--- src/rtl/iir2_tdm.sv ---
`timescale 1ns/1ps
module iir2_tdm #(
  parameter int DW   = 16,
  parameter int CW   = 10,
  parameter int FRAC = 9,
  parameter int A0   = 114,
  parameter int A1   = 220,
  parameter int A2   = 114,
  parameter int B1   = 179,
  parameter int B2   = -171
) (
  input  logic                 clk,
  input  logic                 rst,
  input  logic                 in_valid,
  input  logic signed [DW-1:0] in_data,
  output logic                 out_valid,
  output logic signed [DW-1:0] out_data
);
  localparam int PERIOD = 10;
  localparam int MLAT   = 3;
  localparam int ALAT   = 4;
  localparam int PW     = DW + CW;
  localparam logic signed [CW-1:0] K_A0 = CW'(A0);
  localparam logic signed [CW-1:0] K_A1 = CW'(A1);
  localparam logic signed [CW-1:0] K_A2 = CW'(A2);
  localparam logic signed [CW-1:0] K_B1 = CW'(B1);
  localparam logic signed [CW-1:0] K_B2 = CW'(B2);

  logic [3:0]           ph;
  logic signed [DW-1:0] s1, s2, x_r;
  logic                 tag0, tag1;
  logic signed [DW-1:0] mul_a, mul_q, add_x, add_y, add_q, mem_rd, mem_wd;
  logic signed [CW-1:0] coef;
  logic signed [PW-1:0] prod;
  logic                 add_go, mem_we, mem_wa, mem_ra;
  logic signed [DW-1:0] mp  [MLAT];
  logic signed [DW-1:0] ap  [ALAT];
  logic signed [DW-1:0] mem [2];
  logic                 unused_bits;

  always_ff @(posedge clk) begin
    if (rst || ph == 4'(PERIOD - 1)) ph <= 4'd0;
    else                             ph <= ph + 4'd1;
  end

  // multiplier slots: 0 b2*w[n-2], 2 a0*w[n-1], 4 b1*w[n-1], 5 a1*w[n-1], 6 a2*w[n-2]
  always_comb begin
    mul_a = '0;
    coef  = '0;
    case (ph)
      4'd0: begin mul_a = s1; coef = K_B2; end
      4'd2: begin mul_a = s1; coef = K_A0; end
      4'd4: begin mul_a = s1; coef = K_B1; end
      4'd5: begin mul_a = s1; coef = K_A1; end
      4'd6: begin mul_a = s2; coef = K_A2; end
      default: ;
    endcase
  end

  assign prod        = PW'(mul_a) * PW'(coef);
  assign unused_bits = ^{prod[FRAC-1:0], prod[PW-1:FRAC+DW]};

  always_ff @(posedge clk) begin
    if (rst) begin
      for (int i = 0; i < MLAT; i++) mp[i] <= '0;
    end else begin
      mp[0] <= prod[FRAC +: DW];
      for (int i = 1; i < MLAT; i++) mp[i] <= mp[i-1];
    end
  end
  assign mul_q = mp[MLAT-1];

  // adder slots: 3 x+p, 5 final sum of previous sample, 7 node w, 9 feedforward pair
  always_comb begin
    add_x  = '0;
    add_y  = '0;
    add_go = 1'b0;
    case (ph)
      4'd3: begin add_x = x_r;    add_y = mul_q; add_go = 1'b1; end
      4'd5: begin add_x = mem_rd; add_y = mul_q; add_go = 1'b1; end
      4'd7: begin add_x = add_q;  add_y = mul_q; add_go = 1'b1; end
      4'd9: begin add_x = mem_rd; add_y = mul_q; add_go = 1'b1; end
      default: ;
    endcase
  end

  always_ff @(posedge clk) begin
    if (rst) begin
      for (int i = 0; i < ALAT; i++) ap[i] <= '0;
    end else begin
      ap[0] <= add_x + add_y;
      for (int i = 1; i < ALAT; i++) ap[i] <= ap[i-1];
    end
  end
  assign add_q = ap[ALAT-1];

  assign mem_we = (ph == 4'd8) || (ph == 4'd3);
  assign mem_wa = (ph == 4'd3);
  assign mem_wd = (ph == 4'd3) ? add_q : mul_q;
  assign mem_ra = (ph == 4'd5);
  assign mem_rd = mem[mem_ra];

  always_ff @(posedge clk) begin
    if (rst) begin
      mem[0] <= '0;
      mem[1] <= '0;
    end else if (mem_we) begin
      mem[mem_wa] <= mem_wd;
    end
  end

  always_ff @(posedge clk) begin
    if (rst) begin
      s1        <= '0;
      s2        <= '0;
      x_r       <= '0;
      tag0      <= 1'b0;
      tag1      <= 1'b0;
      out_valid <= 1'b0;
      out_data  <= '0;
    end else begin
      out_valid <= 1'b0;
      if (ph == 4'd0) begin
        x_r  <= in_valid ? in_data : '0;
        tag0 <= in_valid;
      end
      if (ph == 4'd1) begin
        s1 <= add_q;
        s2 <= s1;
      end
      if (ph == 4'd9) begin
        tag1      <= tag0;
        out_valid <= tag1;
        if (tag1) out_data <= add_q;
      end
    end
  end
endmodule

--- config.mk ---
export PLATFORM = sky130hd
export DESIGN_NAME = iir2_tdm
export DESIGN_NICKNAME = d
export VERILOG_FILES = /design/src/rtl/iir2_tdm.sv
export SDC_FILE = /design/constraint.sdc
export NUM_CORES = 1
export LEC_CHECK = 0
export ABC_AREA = 1
export BUFFER_PORTS_ARGS = -buffer_cell sky130_fd_sc_hd__buf_2
export CAP_MARGIN = 20
export CELL_PAD_IN_SITES_DETAIL_PLACEMENT = 1
export CELL_PAD_IN_SITES_GLOBAL_PLACEMENT = 1
export CORE_ASPECT_RATIO = 1.1
export CORE_UTILIZATION = 44
export DETAILED_ROUTE_END_ITERATION = 7
export MAX_ROUTING_LAYER = met4
export PLACE_DENSITY = 0.83
export SYNTH_ARGS = -nofsm -noshare
export SYNTH_HDL_FRONTEND = slang
export SYNTH_SLANG_ARGS = --single-unit
--- constraint.sdc ---
create_clock -name clk -period 6.1 [get_ports clk]
set_input_delay 0 -clock clk [delete_from_list [all_inputs] [get_ports clk]]
set_output_delay 0 -clock clk [all_outputs]
set_load 0.01 [all_outputs]
==> flow_summary.ini <==
[min_path]
min_delay_path_depth = 2
hp-class = reg -> reg
hp-start = mp[0][20]
min_to = mp[0][36]

[setup_path]
slowest_delay_ns = 0.63
criticalPathCategory = reg -> reg
worstSetupStartpointType = flop
reg2reg_from = ph[0]
cp-end-kind = flop
cp_top_family = adder cells
cp.arrival_ns = 6.52
crit_buf_inv = 6
cpMaxStageDelayCell = fa_2
worst_ep_required_time_ns = 6.57
r2r_slack_ns = 0.05
r2r-end = mp[0][15]
cp_max_fo = 8
worstRegToRegCells = 25

[detailed_routing]
dr.pass1.iters = 5
dr_wl_met3_mm = 2.05
vias_per_cell = 5.25
met2_wirelength_mm = 22.8
drt_wl_total_mm = 43.2
drt_iter0_drc = 667
post_drt_wl_per_cell_um = 19.4
vias = 11700
highest_layer = met4
m1WireLength_mm = 16.2
postRouteAntennaNets = 0
drcViolationCount = 0

[sta]
tightestPinTransition_ns = 0.936
period_needed_ns = 6.05
layout_setup_ws_ns = 0.0507
period_share = 0.992
timing_hold_violations_final = 0
fin_skew_ns = 0.0302
rsz0062_at_grt = yes
max_freq_ghz = 0.165
setup_violations = 0
slew_headroom = 0.374
slew_viol_final = 0

[layout]
fin_nets = 2018
final_cells = 2220
final_core_utilization = 0.528
area_growth_pct = 17.9
n_antenna_cell = 0
drive_above_1_share = 0.122
fin_area_um2 = 16100

[clocking]
cts_buffers = 23
clkLatencyLatePin_ns = 0.54
cts_tree = yes
cts_root_buf = clkbuf_16
cts_max_path_buffers = 3
path_clk_slew_ns = 0.06
htree_levels = 1
clock_sinks = 215

[logic_synthesis]
syn_area_um2 = 13600
synth.distinct_cells = 39
synth-simple-area-share = 0.157
yosys.area_share.adder = 0.267
synth_most_common_cell = inv_1
synth_cells = 1678
ys_seq_elements = 215
netlist_top_cells_area = dfxtp_1, fa_1, inv_1
synth_top_family_by_area = adder cells
syn_nets = 1907
ys_seq_area_frac = 0.340
yosys-top-cells-count = inv_1, nor2_1, nand2_1
synth_xor_area_frac = 0.00579
synth_top_area_cell = dfxtp_1
async_flop_share = 0
synthMuxAreaShare = 0
syn_avg_cell_area_um2 = 8.12
ys_warn_count = 0
synth_edf_count = 32
synth_compound_area_frac = 0.110
yosys_most_used_dff = dfxtp_1
synth_top_area_share = 0.269

[global_routing]
grt_overflow = 0
antenna_found_initial = 0
grt_usage = 0.284
grt_pass1_vias = 12800
grt_max_degree = 107
grt_first_pass_wirelength_mm = 67.5

[place]
dpl.hpwl_mm = 31.0
dp_worst_setup_slack_ns = -0.427
placed_cell_area_um2 = 14500
place_congestion = 0.910
port_buffers = 35
place_inst = 2122

[power_and_ir_drop]
peakVddDrop_mv = 0.170
leakagePower_nw = 7.37
finalPower_w = 0.00487
p_per_area_nw_per_um2 = 304

[floorplan]
io-pin-count = 36
die_w_um = 170
rows = 67
die_area_um2 = 31700
initial_core_util = 0.448
die_h_um = 187
core_um2 = 30400

[run]
cap_violations = 0

[status]
status = complete, no violations
==> repair_timing <==
action,4_1_cts,5_1_grt
hold endpoints to repair,17,8
pin swaps,3,19
cloned,0,1
hold buffers,32,1
gates resized for setup,14,62
setup endpoints to repair,9,16
buffers inserted,1,20
==> area by class of cell <==
class / count / area (um^2)
Fill cell: 3659 / 14400
Multi-Input combinational cell: 1027 / 7590
Clock inverter: 13 / 140
Tap cell: 414 / 518
Clock buffer: 29 / 638
Timing Repair Buffer: 140 / 1090
Inverter: 382 / 1440
Sequential cell: 215 / 4630
==> how the worst max path moves through the flow <==
stage          start        end  slack [ns]  cells after the start
2_1_floorplan  ph[0]  mp[0][14]        0.24                     25
3_3_place_gp   ph[0]  mp[0][15]       -0.19                     24
3_5_place_dp   ph[0]  mp[0][15]       -0.43                     26
4_1_cts        ph[0]  mp[0][15]       -0.01                     26
5_1_grt        ph[0]  mp[0][15]       -0.15                     25
6_report       ph[0]  mp[0][15]        0.05                     25
==> per-layer routing <==
metal | vias up | track usage
met4 | 0 | 0.138
met1 | 5846 | 0.311
met2 | 335 | 0.506
met5 | - | -
li1 | 5346 | -
met3 | 127 | 0.0333
==> flip-flops by register name, indices dropped and copies added (netlist names) <==
name and count:
ap 64, out_valid 1, ph 4, mp 48
tag1 1, x_r 16, s1 16, mem 32
tag0 1, s2 16, out_data 16
==> worst register-to-register path, cell delays in order, from the launching register on <==
cell	delay [ns]
dfxtp_2	0.37
inv_2	0.07
ha_2	0.21
nand2_1	0.08
nand2_1	0.08
inv_2	0.14
nand2_8	0.10
a22oi_2	0.37
nor2_2	0.11
buf_6	0.14
fa_1	0.53
inv_1	0.06
fa_1	0.56
fa_1	0.44
fa_1	0.52
fa_2	0.63
inv_2	0.06
ha_4	0.31
nand2_2	0.08
nor2_2	0.14
inv_2	0.07
nor4_4	0.36
nand4_1	0.26
nand3_1	0.14
nand2_1	0.05
nor2_1	0.11
==> placed cells by master (no fill, tap or decap), types with 5 or more instances in the layout <==
master and n:
inv_1 362, nor2_1 266, nand2_1 200, dfxtp_1 180, fa_1 131, a21oi_1 113
o21ai_0 98, buf_4 67, ha_1 66, buf_2 34, dlygate4sd3_1 33, edfxtp_1 32
nand3_1 31, clkbuf_16 23, inv_2 16, o221ai_1 15, nand2_2 11, a22oi_1 8
nor3_1 8, o21a_1 7, a22oi_2 6, nand4_1 5, xor2_1 5, ha_4 5
clkinv_2 5
==> logic make-up (layout without fill, tap and decap cells) <==
logic type	count (synthesis)	count (layout)
AO/OA/AOI/OAI	268	268
AND/OR/NAND/NOR	539	540
adder cells (fa/ha/maj)	210	210
buffers and inverters	437	564
flip-flops	215	215
XOR/XNOR	9	9
==> power breakdown <==
group          switching [W]  internal, W
logic                0.00115     0.000669
clock network       0.000600     0.000835
registers          0.0000593      0.00156
==> metrics by stage <==
stage / setup TNS (ns) / hold slack [ns]
3_3_place_gp: -0.189 / 0.285
4_1_cts: -0.0186 / 0.184
6_report: 0 / 0.396
3_5_place_dp: -1.03 / 0.275
5_1_grt: -0.611 / 0.405
2_1_floorplan: 0 / 0.161
(Power assumes the default switching activity.)
